<file path="src/rtl/ptw_pkg.sv">
package ptw_pkg;
  localparam int ENTRY_W   = 64;
  localparam int ADDR_ARCH = 52;
  localparam int PG_SHIFT  = 12;
  localparam int IDX_W     = 9;
  localparam int LEVELS    = 4;

  localparam int BIT_PRESENT = 0;
  localparam int BIT_RW      = 1;
  localparam int BIT_US      = 2;
  localparam int BIT_PS      = 7;
  localparam int BIT_NX      = 63;

  typedef enum logic [1:0] {
    FLT_NONE     = 2'd0,
    FLT_NONCANON = 2'd1,
    FLT_ABSENT   = 2'd2,
    FLT_RSVD     = 2'd3
  } fault_e;

  typedef enum logic [1:0] {
    PG_4K = 2'd0,
    PG_2M = 2'd1,
    PG_1G = 2'd2
  } pgsz_e;

  typedef enum logic [2:0] {
    ST_IDLE,
    ST_CHK,
    ST_REQ,
    ST_WAIT,
    ST_DONE
  } walk_st_e;
endpackage

</file>
<file path="src/rtl/ptw_va_split.sv">
module ptw_va_split
  import ptw_pkg::*;
#(
  parameter int N_LVL = LEVELS,
  parameter int IW    = IDX_W,
  parameter int SHIFT = PG_SHIFT
) (
  input  logic [63:0]   va,
  input  logic [2:0]    lvl,
  output logic          canonical,
  output logic [IW-1:0] idx
);
  localparam int SIGN_BIT = SHIFT + IW * N_LVL - 1;

  logic [IW-1:0] idx_tab [N_LVL];

  assign canonical = (&va[63:SIGN_BIT]) | ~(|va[63:SIGN_BIT]);

  for (genvar g = 0; g < N_LVL; g++) begin : g_idx
    assign idx_tab[g] = va[SHIFT + IW*g +: IW];
  end

  always_comb begin
    idx = '0;
    for (int k = 0; k < N_LVL; k++) begin
      if (int'(lvl) == k + 1) idx = idx_tab[k];
    end
  end
endmodule

</file>
<file path="src/rtl/ptw_entry_check.sv">
module ptw_entry_check
  import ptw_pkg::*;
#(
  parameter int PA_W = ADDR_ARCH
) (
  input  logic [63:0]      entry,
  input  logic [2:0]       lvl,
  input  logic [29:0]      va_off,
  output logic             present,
  output logic             rsvd,
  output logic             leaf,
  output logic [1:0]       size,
  output logic [PA_W-13:0] next_base,
  output logic [PA_W-1:0]  leaf_pa
);
  localparam int BASE_W = PA_W - PG_SHIFT;

  logic        hi_bad;
  logic        lg_rsvd;
  logic [51:0] pa_full;

  if (PA_W < ADDR_ARCH) begin : g_limit
    assign hi_bad = |entry[ADDR_ARCH-1:PA_W];
  end else begin : g_full
    assign hi_bad = 1'b0;
  end

  assign present   = entry[BIT_PRESENT];
  assign next_base = entry[PG_SHIFT +: BASE_W];

  always_comb begin
    leaf    = 1'b0;
    size    = PG_4K;
    lg_rsvd = 1'b0;
    case (lvl)
      3'd1: leaf = 1'b1;
      3'd2: if (entry[BIT_PS]) begin
        leaf    = 1'b1;
        size    = PG_2M;
        lg_rsvd = |entry[20:13];
      end
      3'd3: if (entry[BIT_PS]) begin
        leaf    = 1'b1;
        size    = PG_1G;
        lg_rsvd = |entry[29:13];
      end
      3'd4: lg_rsvd = entry[BIT_PS];
      default: lg_rsvd = 1'b1;
    endcase
  end

  assign rsvd = hi_bad | lg_rsvd;

  always_comb begin
    case (size)
      PG_2M:   pa_full = {entry[51:21], va_off[20:0]};
      PG_1G:   pa_full = {entry[51:30], va_off[29:0]};
      default: pa_full = {entry[51:12], va_off[11:0]};
    endcase
  end

  assign leaf_pa = pa_full[PA_W-1:0];
endmodule

</file>
<file path="src/rtl/ptw_perm_acc.sv">
module ptw_perm_acc (
  input  logic clk,
  input  logic rst,
  input  logic clear,
  input  logic load,
  input  logic e_rw,
  input  logic e_us,
  input  logic e_nx,
  output logic rw,
  output logic us,
  output logic nx
);
  always_ff @(posedge clk) begin
    if (rst || clear) begin
      rw <= 1'b1;
      us <= 1'b1;
      nx <= 1'b0;
    end else if (load) begin
      rw <= rw & e_rw;
      us <= us & e_us;
      nx <= nx | e_nx;
    end
  end
endmodule

</file>
<file path="src/rtl/ptw_walker.sv">
module ptw_walker
  import ptw_pkg::*;
#(
  parameter int PA_W = 52
) (
  input  logic            clk,
  input  logic            rst,
  input  logic            req_valid,
  output logic            req_ready,
  input  logic [63:0]     req_va,
  input  logic [PA_W-1:0] root_base,
  output logic            mem_req_valid,
  input  logic            mem_req_ready,
  output logic [PA_W-1:0] mem_req_addr,
  input  logic            mem_rsp_valid,
  output logic            mem_rsp_ready,
  input  logic [63:0]     mem_rsp_data,
  output logic            rsp_valid,
  input  logic            rsp_ready,
  output logic [PA_W-1:0] rsp_pa,
  output logic [1:0]      rsp_size,
  output logic [1:0]      rsp_fault,
  output logic [2:0]      rsp_level,
  output logic            rsp_rw,
  output logic            rsp_us,
  output logic            rsp_nx
);
  localparam int BASE_W = PA_W - PG_SHIFT;

  walk_st_e          st;
  logic [63:0]       va_q;
  logic [BASE_W-1:0] base_q;
  logic [2:0]        lvl_q;

  logic              canon;
  logic [IDX_W-1:0]  idx;
  logic              e_present, e_rsvd, e_leaf;
  logic [1:0]        e_size;
  logic [BASE_W-1:0] e_next;
  logic [PA_W-1:0]   e_pa;
  logic              take_rsp, acc_load;

  ptw_va_split u_split (
    .va        (va_q),
    .lvl       (lvl_q),
    .canonical (canon),
    .idx       (idx)
  );

  ptw_entry_check #(.PA_W(PA_W)) u_check (
    .entry     (mem_rsp_data),
    .lvl       (lvl_q),
    .va_off    (va_q[29:0]),
    .present   (e_present),
    .rsvd      (e_rsvd),
    .leaf      (e_leaf),
    .size      (e_size),
    .next_base (e_next),
    .leaf_pa   (e_pa)
  );

  assign take_rsp = (st == ST_WAIT) && mem_rsp_valid;
  assign acc_load = take_rsp && e_present && !e_rsvd;

  ptw_perm_acc u_perm (
    .clk   (clk),
    .rst   (rst),
    .clear (st == ST_CHK),
    .load  (acc_load),
    .e_rw  (mem_rsp_data[BIT_RW]),
    .e_us  (mem_rsp_data[BIT_US]),
    .e_nx  (mem_rsp_data[BIT_NX]),
    .rw    (rsp_rw),
    .us    (rsp_us),
    .nx    (rsp_nx)
  );

  assign req_ready     = (st == ST_IDLE);
  assign mem_req_valid = (st == ST_REQ);
  assign mem_rsp_ready = (st == ST_WAIT);
  assign rsp_valid     = (st == ST_DONE);
  assign mem_req_addr  = {base_q, idx, 3'b000};

  always_ff @(posedge clk) begin
    if (rst) begin
      st        <= ST_IDLE;
      va_q      <= '0;
      base_q    <= '0;
      lvl_q     <= '0;
      rsp_pa    <= '0;
      rsp_size  <= PG_4K;
      rsp_fault <= FLT_NONE;
      rsp_level <= '0;
    end else begin
      case (st)
        ST_IDLE: if (req_valid) begin
          va_q   <= req_va;
          base_q <= root_base[PA_W-1:PG_SHIFT];
          st     <= ST_CHK;
        end
        ST_CHK: begin
          rsp_pa    <= '0;
          rsp_size  <= PG_4K;
          rsp_fault <= FLT_NONE;
          rsp_level <= '0;
          if (!canon) begin
            rsp_fault <= FLT_NONCANON;
            st        <= ST_DONE;
          end else begin
            lvl_q <= 3'(LEVELS);
            st    <= ST_REQ;
          end
        end
        ST_REQ: if (mem_req_ready) st <= ST_WAIT;
        ST_WAIT: if (mem_rsp_valid) begin
          if (!e_present) begin
            rsp_fault <= FLT_ABSENT;
            rsp_level <= lvl_q;
            st        <= ST_DONE;
          end else if (e_rsvd) begin
            rsp_fault <= FLT_RSVD;
            rsp_level <= lvl_q;
            st        <= ST_DONE;
          end else if (e_leaf) begin
            rsp_pa    <= e_pa;
            rsp_size  <= e_size;
            rsp_level <= lvl_q;
            st        <= ST_DONE;
          end else begin
            base_q <= e_next;
            lvl_q  <= lvl_q - 3'd1;
            st     <= ST_REQ;
          end
        end
        ST_DONE: if (rsp_ready) st <= ST_IDLE;
        default: st <= ST_IDLE;
      endcase
    end
  end

  logic [2:0] rd_cnt;
  always_ff @(posedge clk) begin
    if (rst || (req_valid && req_ready)) rd_cnt <= '0;
    else if (mem_req_valid && mem_req_ready) rd_cnt <= rd_cnt + 3'd1;
  end

  p_noncanon_noread_r1: assert property (@(posedge clk) disable iff (rst)
    rsp_valid && rsp_fault == FLT_NONCANON |-> rd_cnt == 3'd0);
  p_req_hold_r2: assert property (@(posedge clk) disable iff (rst)
    mem_req_valid && !mem_req_ready |=> mem_req_valid && $stable(mem_req_addr));
  p_addr_align_r2: assert property (@(posedge clk) disable iff (rst)
    mem_req_valid |-> mem_req_addr[2:0] == 3'd0);
  p_4k_reads_r3: assert property (@(posedge clk) disable iff (rst)
    rsp_valid && rsp_fault == FLT_NONE && rsp_size == PG_4K |-> rd_cnt == 3'd4);
  p_2m_reads_r4: assert property (@(posedge clk) disable iff (rst)
    rsp_valid && rsp_fault == FLT_NONE && rsp_size == PG_2M |-> rd_cnt == 3'd3);
  p_1g_reads_r5: assert property (@(posedge clk) disable iff (rst)
    rsp_valid && rsp_fault == FLT_NONE && rsp_size == PG_1G |-> rd_cnt == 3'd2);
  p_absent_stop_r6: assert property (@(posedge clk) disable iff (rst)
    rsp_valid && rsp_fault == FLT_ABSENT |-> rd_cnt == 3'd5 - rsp_level);
  p_rsp_hold_r10: assert property (@(posedge clk) disable iff (rst)
    rsp_valid && !rsp_ready |=> rsp_valid && $stable(rsp_pa) && $stable(rsp_fault));
  p_busy_r10: assert property (@(posedge clk) disable iff (rst)
    rsp_valid |-> !req_ready);
endmodule

</file>
<file path="config.mk">
export PLATFORM = sky130hd
export DESIGN_NAME = ptw_walker
export DESIGN_NICKNAME = d
export VERILOG_FILES = /design/src/rtl/ptw_pkg.sv /design/src/rtl/ptw_va_split.sv /design/src/rtl/ptw_entry_check.sv /design/src/rtl/ptw_perm_acc.sv /design/src/rtl/ptw_walker.sv
export SDC_FILE = /design/constraint.sdc
export NUM_CORES = 1
export LEC_CHECK = 0
export BUFFER_PORTS_ARGS = -buffer_cell sky130_fd_sc_hd__clkbuf_2
export CAP_MARGIN = 20
export CORE_UTILIZATION = 49
export DETAILED_ROUTE_END_ITERATION = 10
export GPL_ROUTABILITY_DRIVEN = 0
export HOLD_SLACK_MARGIN = 0.06
export PLACE_DENSITY = 0.8
export SYNTH_ARGS = -nofsm -noshare
export SYNTH_HDL_FRONTEND = slang
export SYNTH_SLANG_ARGS = --single-unit
</file>
<file path="constraint.sdc">
create_clock -name clk -period 2.9 [get_ports clk]
set_input_delay 0 -clock clk [delete_from_list [all_inputs] [get_ports clk]]
set_output_delay 0 -clock clk [all_outputs]
set_load 0.03 [all_outputs]
</file>
==> insert_results.sql <==
INSERT INTO impl_metrics (metric_group, metric, value, unit) VALUES
('cts', 'cts_max_path_buffers', '2', ''),
('hold_path', 'hold_class', 'primary input to register', ''),
('cts', 'numClockSinks', '172', ''),
('yosys', 'synth_enable_flop_cells', '0', ''),
('run_status', 'status', 'complete, but fails checks', ''),
('power', 'p_per_area', '852', 'nW/um2'),
('yosys', 'synthesis.area_per_instance', '8.76', 'um2'),
('yosys', 'yosys.area.top_type', 'dfxtp_1', ''),
('placement', 'dp_cells', '1259', ''),
('timing', 'max_freq', '0.369', 'GHz'),
('global_route', 'grt_start_max_net_pins', '68', ''),
('floorplanning', 'dieArea', '15800', 'um2'),
('critical_path', 'r2r.worst_path.cells', '9', ''),
('route', 'detailroute.via_count', '8327', ''),
('yosys', 'synth_top_area_share', '45.9', '%'),
('run_status', 'failed_checks', 'design-rule violations', ''),
('finish', 'synthToLayoutAreaGrowth', '47.9', '%'),
('run', 'max-cap-violations', '0', ''),
('global_route', 'grt_overflow_total', '0', ''),
('floorplanning', 'die_height', '126', 'um'),
('cts', 'cts_max_level', '4', ''),
('finish', 'finish.net_count', '1444', ''),
('timing', 'min_period', '2.71', 'ns'),
('power', 'ir_worst_vdd', '0.887', 'mV'),
('finish', 'fill_cells', '962', ''),
('placement', 'dp.final_hpwl', '15.0', 'mm'),
('placement', 'input_output_buffers', '269', ''),
('power', 'switching_power', '3870', 'uW'),
('critical_path', 'slowest_delay', '0.59', 'ns'),
('floorplanning', 'die_w', '126', 'um'),
('finish', 'fin_area', '11100', 'um2'),
('power', 'internal_power', '5580', 'uW'),
('power', 'share_clk_of_total_power', '24.5', '%'),
('route', 'routedWlPerCell', '18.5', 'um'),
('floorplanning', 'floorplan.rows', '44', ''),
('power', 'total_power', '9440', 'uW'),
('timing', 'maxSlewHeadroom', '43.3', '%'),
('critical_path', 'worstPathArrival', '3.02', 'ns'),
('yosys', 'mappedNetlistArea', '7490', 'um2'),
('global_route', 'gr-usage-all-layers', '33.6', '%'),
('finish', 'final_cell_count_no_fill', '1449', ''),
('critical_path', 'worstPathCellList', 'inv_2, ha_1, buf_4, nor2_1, o31a_1, or3_4, o31ai_1, dlygate4sd3_1, nand2_1', ''),
('global_route', 'grt_pass1_vias', '8366', ''),
('critical_path', 'timing_worst_setup_path_type', 'register to register', ''),
('timing', 'setup_viol_count_final', '0', ''),
('timing', 'count_of_pins_over_their_slew_limit', '0', ''),
('power', 'power.combinational.fraction', '42.2', '%'),
('route', 'drc', '22', ''),
('timing', 'totalNegativeSetupSlack', '0', 'ns'),
('yosys', 'postSynthCellCount', '856', ''),
('timing', 'final-hold-violation-count', '0', ''),
('cts', 'tritoncts_clock_tree', 'done', ''),
('yosys', 'asyncSetResetFlopFracSynth', '0', '%'),
('route', 'drt.antenna.violating_nets', '0', ''),
('yosys', 'yosys_most_used_dff', 'dfxtp_1', ''),
('yosys', 'leading_post_synthesis_cells_by_cell_area', 'dfxtp_1 (46%), nand2_1 (11%), a21oi_1 (8.6%), a311oi_2 (8.0%), a22o_1 (4.2%)', ''),
('finish', 'final_layout_size_suffix_gt1_share', '30.3', '%'),
('critical_path', 'critical-path-slowest-cell', 'dlygate4sd3_1', ''),
('timing', 'fin_skew', '0.00952', 'ns'),
('placement', 'place_worst_setup_slack', '0.376', 'ns'),
('placement', 'dpl-instance-area', '8910', 'um2'),
('route', 'via_per_inst', '5.75', ''),
('route', 'drt_first_iter_violations', '749', ''),
('cts', 'root_cell_of_the_clock_tree', 'clkbuf_16', ''),
('power', 'seqPwrFrac', '33.3', '%'),
('yosys', 'synth_cell_types', '56', ''),
('global_route', 'antenna_found_initial', '1', ''),
('cts', 'worst_skew_pair_latency', '0.42', 'ns'),
('floorplanning', 'design.portCount', '304', ''),
('cts', 'tritoncts.num_buffers', '17', ''),
('critical_path', 'cp.required', '3.21', 'ns');
-- power by group through the flow --
stage	clock network [uW]	registers (uW)	logic, uW
floorplan	0	3520	2380
global placement	0	3150	3570
detailed placement	0	3160	3640
CTS	2330	3110	3810
global route	2440	3200	4280
finish	2310	3150	3990
-- cells in the final DEF (no fill, tap or decap), types with 4 or more instances in the layout --
cell type      instances
clkbuf_2             268
ha_1                   7
o31ai_1                5
clkbuf_16             17
nand3_1               14
o2bb2ai_1             18
a22oi_1               18
nand3b_1              11
a21oi_1              129
nor4_1                 7
inv_1                  7
clkinvlp_4             4
nor2_1                15
dfxtp_1              172
o21ai_0               14
buf_4                 21
nor3_1                 7
nand2_1              227
a22o_1                36
a311oi_2              40
dlygate4sd3_1        155
-- synthesized netlist by cell type, types with 8 or more instances --
library cell    n
a21oi_1       129
a311oi_2       40
nand3b_1       11
a22o_1         36
a22oi_1        18
o21ai_0        14
nor2_1         15
o2bb2ai_1      18
clkbuf_1       41
dfxtp_1       172
buf_6          12
buf_1           8
inv_1           8
nand2_1       228
nand3_1        14
-- metrics by stage --
step	util (%)	hold slack (ns)
6_report	75.1	0.127
2_1_floorplan	-	0.102
4_1_cts	75.0	0.112
5_1_grt	75.1	0.169
3_3_place_gp	60.4	0.207
3_5_place_dp	60.4	0.217
-- routing by layer --
metal / vias to the layer above / share of wire (%) / wire length, um / track usage [%]
met3: 127 / 7.6 / 2040 / 9.52
met1: 3907 / 38 / 10200 / 37.2
met4: 0 / 5.6 / 1510 / 20.9
met2: 444 / 49 / 13000 / 57.0
met5: - / 0 / 0 / 0
li1: 3849 / - / - / -
-- cells by family after synthesis --
| group | synth area share, % |
|---|---|
| simple gates | 18.3 |
| compound gates | 28.7 |
| flops | 45.9 |
| buf+inv | 5.73 |
| fa+ha+maj | 1.17 |
| mux | 0.134 |
| other cells | 0.0500 |
-- worst max-delay path: cells and delay by family, from the launching register on --
family | cells | cell delay (ns)
AO/OA/AOI/OAI | 2 | 0.58
adder cells (fa/ha/maj) | 1 | 0.20
buffers and inverters | 3 | 0.91
flip-flops | 1 | 0.39
AND/OR/NAND/NOR | 3 | 0.52
-- repair_timing --
| action | in CTS | in global routing |
|---|---|---|
| gates resized for setup | 0 | 2 |
| setup buffers | 0 | 2 |
| endpoints found under the hold margin | 151 | 0 |
| endpoints found under the setup margin | 0 | 2 |
| hold buffers | 155 | 0 |
-- layout make-up --
class                           instances  area, um2  share of cell area [%]
Antenna cell                            1       2.50                  0.0226
Tap cell                              184        230                    2.08
Inverter                               10       37.5                   0.339
Sequential cell                       172       3440                    31.1
Timing Repair Buffer                  447       3110                    28.1
Clock buffer                           21        470                    4.24
Multi-Input combinational cell        603       3660                    33.0
Clock inverter                         11        134                    1.21
-- state kept, by name, summed over array words and instances (netlist names) --
register	flops
va_q	64
lvl_q	3
u_perm.us	1
rsp_size	2
u_perm.nx	1
base_q	40
u_perm.rw	1
rsp_fault	2
st	3
rsp_pa	52
rsp_level	3
-- worst paths after layout --
kind                                       startpoint                        end  slack (ns)
worst max register to register  lvl_q[1]$_SDFFE_PP0P_     u_perm.us$_SDFFE_PP1P_        0.19
worst min register to register   va_q[1]$_SDFFE_PP0P_       va_q[1]$_SDFFE_PP0P_        0.45
worst min-delay path                  mem_rsp_data[0]  rsp_fault[0]$_SDFFE_PP0P_        0.13
worst max-delay path            lvl_q[1]$_SDFFE_PP0P_     u_perm.us$_SDFFE_PP1P_        0.19
Note: power is estimated with default switching activity, not from simulation.
